<file path="src/rtl/idx_cmp_unit.sv">
module idx_cmp_unit #(
  parameter int EXEC_CYCLES = 7
) (
  input  logic        clk,
  input  logic        rst,
  input  logic        instr_valid,
  input  logic [11:0] instr,
  input  logic        load_en,
  input  logic [7:0]  load_data,
  output logic        busy,
  output logic        done,
  output logic        illegal,
  output logic [7:0]  x_reg,
  output logic        flag_c,
  output logic        flag_z,
  output logic        flag_d,
  output logic        flag_i
);
  localparam int CW = $clog2(EXEC_CYCLES + 1);
  localparam logic [7:0] OP_HI = 8'hA4;
  localparam logic [7:0] OP_LO = 8'hA5;

  logic [CW-1:0] cnt;
  logic          sel_lo;
  logic [3:0]    imm;

  wire       take  = instr_valid && !busy;
  wire       legal = (instr[11:4] == OP_HI) || (instr[11:4] == OP_LO);
  wire [3:0] nib   = sel_lo ? x_reg[3:0] : x_reg[7:4];
  wire       last  = cnt == CW'(EXEC_CYCLES);

  assign done = busy && last;

  // flags are written on the edge that enters the final cycle (EXEC_CYCLES >= 2)
  always_ff @(posedge clk) begin
    if (rst) begin
      busy    <= 1'b0;
      illegal <= 1'b0;
      x_reg   <= '0;
      flag_c  <= 1'b0;
      flag_z  <= 1'b0;
      flag_d  <= 1'b0;
      flag_i  <= 1'b0;
      cnt     <= '0;
      sel_lo  <= 1'b0;
      imm     <= '0;
    end else begin
      illegal <= take && !legal;
      if (load_en && !busy) x_reg <= load_data;
      if (take && legal) begin
        busy   <= 1'b1;
        cnt    <= CW'(1);
        sel_lo <= instr[4];
        imm    <= instr[3:0];
      end else if (busy) begin
        if (last) busy <= 1'b0;
        else      cnt  <= cnt + 1'b1;
        if (cnt == CW'(EXEC_CYCLES - 1)) begin
          flag_c <= nib < imm;
          flag_z <= nib == imm;
        end
      end
    end
  end
endmodule

</file>
<file path="config.mk">
export PLATFORM = sky130hd
export DESIGN_NAME = idx_cmp_unit
export DESIGN_NICKNAME = d
export VERILOG_FILES = /design/src/rtl/idx_cmp_unit.sv
export SDC_FILE = /design/constraint.sdc
export NUM_CORES = 1
export LEC_CHECK = 0
export BUFFER_PORTS_ARGS = -buffer_cell sky130_fd_sc_hd__buf_2
export CORE_ASPECT_RATIO = 0.5
export CORE_MARGIN = 10
export CORE_UTILIZATION = 27
export CTS_CLUSTER_SIZE = 30
export DETAILED_ROUTE_END_ITERATION = 12
export PLACE_DENSITY = 0.6
export SLEW_MARGIN = 10
export SYNTH_ARGS = -nofsm -noshare
export SYNTH_HDL_FRONTEND = slang
export SYNTH_SLANG_ARGS = --single-unit
</file>
<file path="constraint.sdc">
create_clock -name clk -period 3.4 [get_ports clk]
set_input_delay 0.68 -clock clk [delete_from_list [all_inputs] [get_ports clk]]
set_output_delay 0.68 -clock clk [all_outputs]
set_load 0.005 [all_outputs]
</file>
Yosys cells after proc, flatten, opt, wreduce, memory -nomap -nowiden
Cells that the tools add are included.
{ "op_classes": {"add_sub_neg": 1, "order_cmp": 1, "n_mux": 7, "n_bitwise": 2, "n_eq_ne": 6, "reduce_logical": 13} }
{ "ops": {"columns": ["operator", "count"], "rows": [
  ["8-bit == test (second input constant)", 2],
  ["3-bit == test (second input constant)", 2],
  ["1-bit 2-to-1 mux", 6],
  ["1-bit logical AND", 5],
  ["4-bit == test", 1],
  ["4-bit < comparator", 1],
  ["4-bit 2-to-1 mux", 1],
  ["2-bit AND reduction", 2],
  ["3-bit by 1-bit adder with 3-bit output (second input constant)", 1],
  ["3-bit AND reduction", 1],
  ["1-bit zero test", 2],
  ["2-bit by 1-bit != test with 1-bit output (second input constant)", 1],
  ["1-bit inverter", 2],
  ["2-bit nonzero test", 1],
  ["2-bit OR reduction", 1],
  ["1-bit logical OR", 1]
]} }
{ "totals": {"reg_bits": 20, "wordCells": 39, "output_inout_bits": 15, "in_bits": 24} }

Longest topological paths before layout
{ "depth": {"word_depth": 5, "depth_mapped": 6, "mapped_depth_nobuf": 6} }

Worst setup path after synthesis
OpenSTA, ideal clock, no wires.
{ "synth_path": {"path_type": "register -> register", "from": "register sel_lo", "to": "register flag_c", "required_ns": 3.272, "period_less_slack_ns": 1.509, "setup_slack_ns": 1.891, "path_buffers": 0, "stages_incl_launch_ff": 7, "setup_time_ns": 0.128, "arrival_time_ns": 1.381, "path_cell_list": "dfxtp_1 -> mux2_2 -> ha_1 -> nor2b_1 -> o211ai_1 -> a22oi_1 -> nor2_1"} }
{ "synth_between": {"elab_chain_len": 2} }
{ "synth_lines": {"columns": ["item", "line", "source"], "rows": [
  ["start: declaration", "24", "logic sel_lo;"],
  ["start signal: assignment", "53", "sel_lo <= instr[4];"],
  ["4-bit 2-to-1 mux", "29", "wire [3:0] nib = sel_lo ? x_reg[3:0] : x_reg[7:4];"],
  ["4-bit < comparator", "59", "flag_c <= nib < imm;"],
  ["end signal: assignment", "59", null],
  ["end: declaration", "14", "output logic flag_c,"]
]} }
No other way between the ends.
A chain may end at the register's enable or synchronous reset.

Worst setup path after layout
{ "layout_path": {"from": "register cnt[0]", "to": "output done"} }
{ "layout_between": {"elab_chain_len": 2} }
{ "layout_lines": {"columns": ["item", "line", "source"], "rows": [
  ["start: declaration", "23", "logic [CW-1:0] cnt;"],
  ["start signal: assignment", "57", "else cnt <= cnt + 1'b1;"],
  ["3-bit == test", "30", "wire last = cnt == CW'(EXEC_CYCLES);"],
  ["1-bit logical AND", "32", "assign done = busy && last;"],
  ["end: declaration", "11", "output logic done,"]
]} }
No other way between the ends.

==> summary.md <==
| Metric | Value |
|---|---|
| Final ANT Viol Nets | 0 |
| Remaining Overflow, GRT | 0 |
| Wire length of the first global-routing pass | approximately 3400 um |
| Pwr Total | 0.000475 W |
| Number of buffers created by CTS | 3 |
| GR peak layer | met2 |
| Critical Path AT | 1.25 ns |
| Placed wire-length estimate | 1670 um |
| Worst path cell trace | ha_1 > ha_1 > and2_1 > buf_2 |
| Worst reg-to-reg path cell count | 6 |
| Post-CTS sizing | 0 |
| # setup viols final | 0 |
| CORE AREA | 3420 um^2 |
| Diode count | 0 |
| Ys async rst share | 0% |
| Global Route met1 Usage | about 6.5% |
| Clock slew at reported path FFs | about 0.070 ns |
| Main synth FF type | dfxtp_1 |
| CTS tree | done |
| First-pass detailed-route iteration total | 4 |
| Worst Setup End Kind | output port |
| Post-Place Cells | 178 |
| WS Path Type | reg -> out |
| Mux cell area share after synthesis | 19.3% |
| Area Overhead vs Synth | 28.7% |
| Tcrit/Tclk final | 56.7% |
| Antenna violations before repair | 0 |
| Detailed-route DRC error count | 0 |
| Clock sink count | 20 |
| Hold Path Class | reg -> reg |
| Layout fillers | 346 |
| WL per Instance | 11.6 um |
| Met2 usage | between 10% and 20% |
| Hold depth | 2 |
| Xor-xnor portion of the synthesized cell area | less than 1% |
| Most frequent cells in the layout | 36 x buf_2, 20 x dfxtp_1, 18 x nor2_1 |
| Synth Instances | 95 |
| Max-Cap Viols | 0 |
| FF-to-FF End | flag_c$_SDFFE_PP0P_ |
| Worst R2R Start | sel_lo$_SDFFE_PP0P_ |
| Post-synthesis adder-cell area fraction | under 10% |
| Yosys cell types | 27 |
| Worst R2R Setup Slack | ~1.8 ns |
| Syn_area_per_cell | 10.0 um^2 |
| VDD IR-drop max | approximately 0.094 mV |
| Outcome | complete, no violations |
| Layout Cells excl Fill | 182 |
| Rel. slew slack | 41.1% |
| Largest family of logic cells by synthesized area | multiplexers |
| Clock Skew | about 0.0011 ns |
| Post-synth EDFFs | 0 |
| Iter 0 DRT Violations | 9 |
| Flop and latch count out of synthesis | 20 |
| Seq/Total Area, Yosys | 41.9% |
| CP most frequent cell | ha_1 |
| Post-Synth Simple-Gate Area | 16.8% |
| CP max-delay cell | dfxtp_1 |
| Worst Setup Start Kind | flip-flop |
| Worst EP required | 2.72 ns |
| CTS Root Cell | clkbuf_8 |
| PD cells | around 390 nW/um^2 |
| Largest net degree at the start of global routing | 21 |
| Most common cell after layout, fill and taps aside | buf_2 |
| RSZ-0062 raised after global routing | false |
| Cell area after layout | around 1200 um^2 |
| FMAX | 518 MHz |
| Cell row count | 15 |
| Compound-cell area share of the yosys netlist | under 10% |
| # nets final | approximately 160 |
| Largest register FFs | 8 |
| Leak | about 0.6 nW |
| Worst Hold Endpoint | flag_z$_SDFFE_PP0P_ |
| Fraction of layout cells with a size suffix above 1 | 36.6% |
| Slowest stage delay, CP | approximately 0.34 ns |
| Die footprint | 6460 um^2 |
| Tot GR Track Use | 6.58% |
| IO Port Bufs | 36 |
| Worst-skew pair later-pin latency | 0.26 ns |
| Chip Width | 104 um |
| Slew Limit Fails | 0 |
| Placed cell area | 1170 um^2 |
| Vias per cell | between 4 and 5 |
| H-tree levels | 1 |
| Met3 Usage GRT | 2.57% |
| Die extent in y | about 62 um |
| Setup tns final | 0 ns |
| # IOs | 39 |
| Post-Syn Area | 955 um^2 |
| Crit Path Max Fanout | 3 |
| Post-route minimum period | 1.93 ns |
| YS warnings | 0 |
| Worst Min Path Start | flag_z$_SDFFE_PP0P_ |
| Slew @ Worst Pin | 0.881 ns |
| Via count | 743 |
| Starting density of the core | 27.9% |
| Final hold violation count | 0 |
| Routed WL | approximately 2100 um |
| CTS Hold Bufs | 0 |
| Postcts setup bufs | 0 |
| Max Root-Sink Buffers | 2 |
| Vias in the first global route | 741 |
| Gpl congestion | 0.706 |
## synth_stat cells, types with 2 or more instances
master    n  share of area [%]
a21oi_1   3                1.6
buf_2     2                1.0
buf_4     2                1.6
dfxtp_1  20                 42
ha_1      7                9.2
inv_1     6                2.4
mux2_2    3                3.5
mux2i_1  15                 16
nor2_1   18                7.1
nor2b_1   2                1.3
## metrics by stage
step	util (%)	worst slack [ns]	hold WS (ns)
2_1_floorplan	-	1.89	0.463
3_3_place_gp	34.4	1.51	0.470
3_5_place_dp	34.4	1.49	0.473
4_1_cts	36.0	1.45	0.491
5_1_grt	36.0	1.40	0.520
6_report	36.0	1.47	0.485
## cells by family after synthesis
logic type / count (synthesis)
AO/OA/AOI/OAI: 8
XOR/XNOR: 1
adder cells (fa/ha/maj): 7
buffers and inverters: 11
flip-flops: 20
multiplexers: 18
other: 1
AND/OR/NAND/NOR: 29
## power breakdown
group          switching [W]  leakage, nW   total, W  internal (W)
logic              0.0000226        0.420  0.0000495     0.0000269
clock network      0.0000765       0.0288   0.000180      0.000103
registers         0.00000470        0.163   0.000246      0.000241
## per-layer routing
metal | vias to the layer above | routed length, um
li1 | 390 | -
met1 | 336 | 830
met2 | 12 | 1120
met3 | 5 | 105
met4 | 0 | 51
met5 | - | 0
## critical path: cells and delay by family, from the launching register on
family | cells | cell delay, ns
flops | 1 | 0.34
simple gates | 1 | 0.14
buf+inv | 1 | 0.12
fa+ha+maj | 2 | 0.39
## cell type report
| cell class | instances | area, um^2 | share of cell area [%] |
|---|---|---|---|
| well taps | 51 | 63.8 | 5.19 |
| multi-input cells | 65 | 507 | 41.2 |
| repair buffers | 36 | 180 | 14.7 |
| inverters | 6 | 22.5 | 1.83 |
| clock buffers | 4 | 55.1 | 4.48 |
| flip-flops and latches | 20 | 400 | 32.6 |
## how the worst max path moves through the flow
stage | slack, ns | cells past startpoint | from | end
floorplan | 1.89 | 6 | sel_lo$_SDFFE_PP0P_ | flag_c$_SDFFE_PP0P_
CTS | 1.45 | 4 | cnt[0]$_SDFFE_PP0P_ | done
global route | 1.40 | 4 | cnt[0]$_SDFFE_PP0P_ | done
global placement | 1.51 | 4 | load_en | x_reg[1]$_SDFFE_PP0P_
detailed placement | 1.49 | 4 | load_en | x_reg[7]$_SDFFE_PP0P_
finish | 1.47 | 4 | cnt[0]$_SDFFE_PP0P_ | done
(Power assumes the default switching activity.)
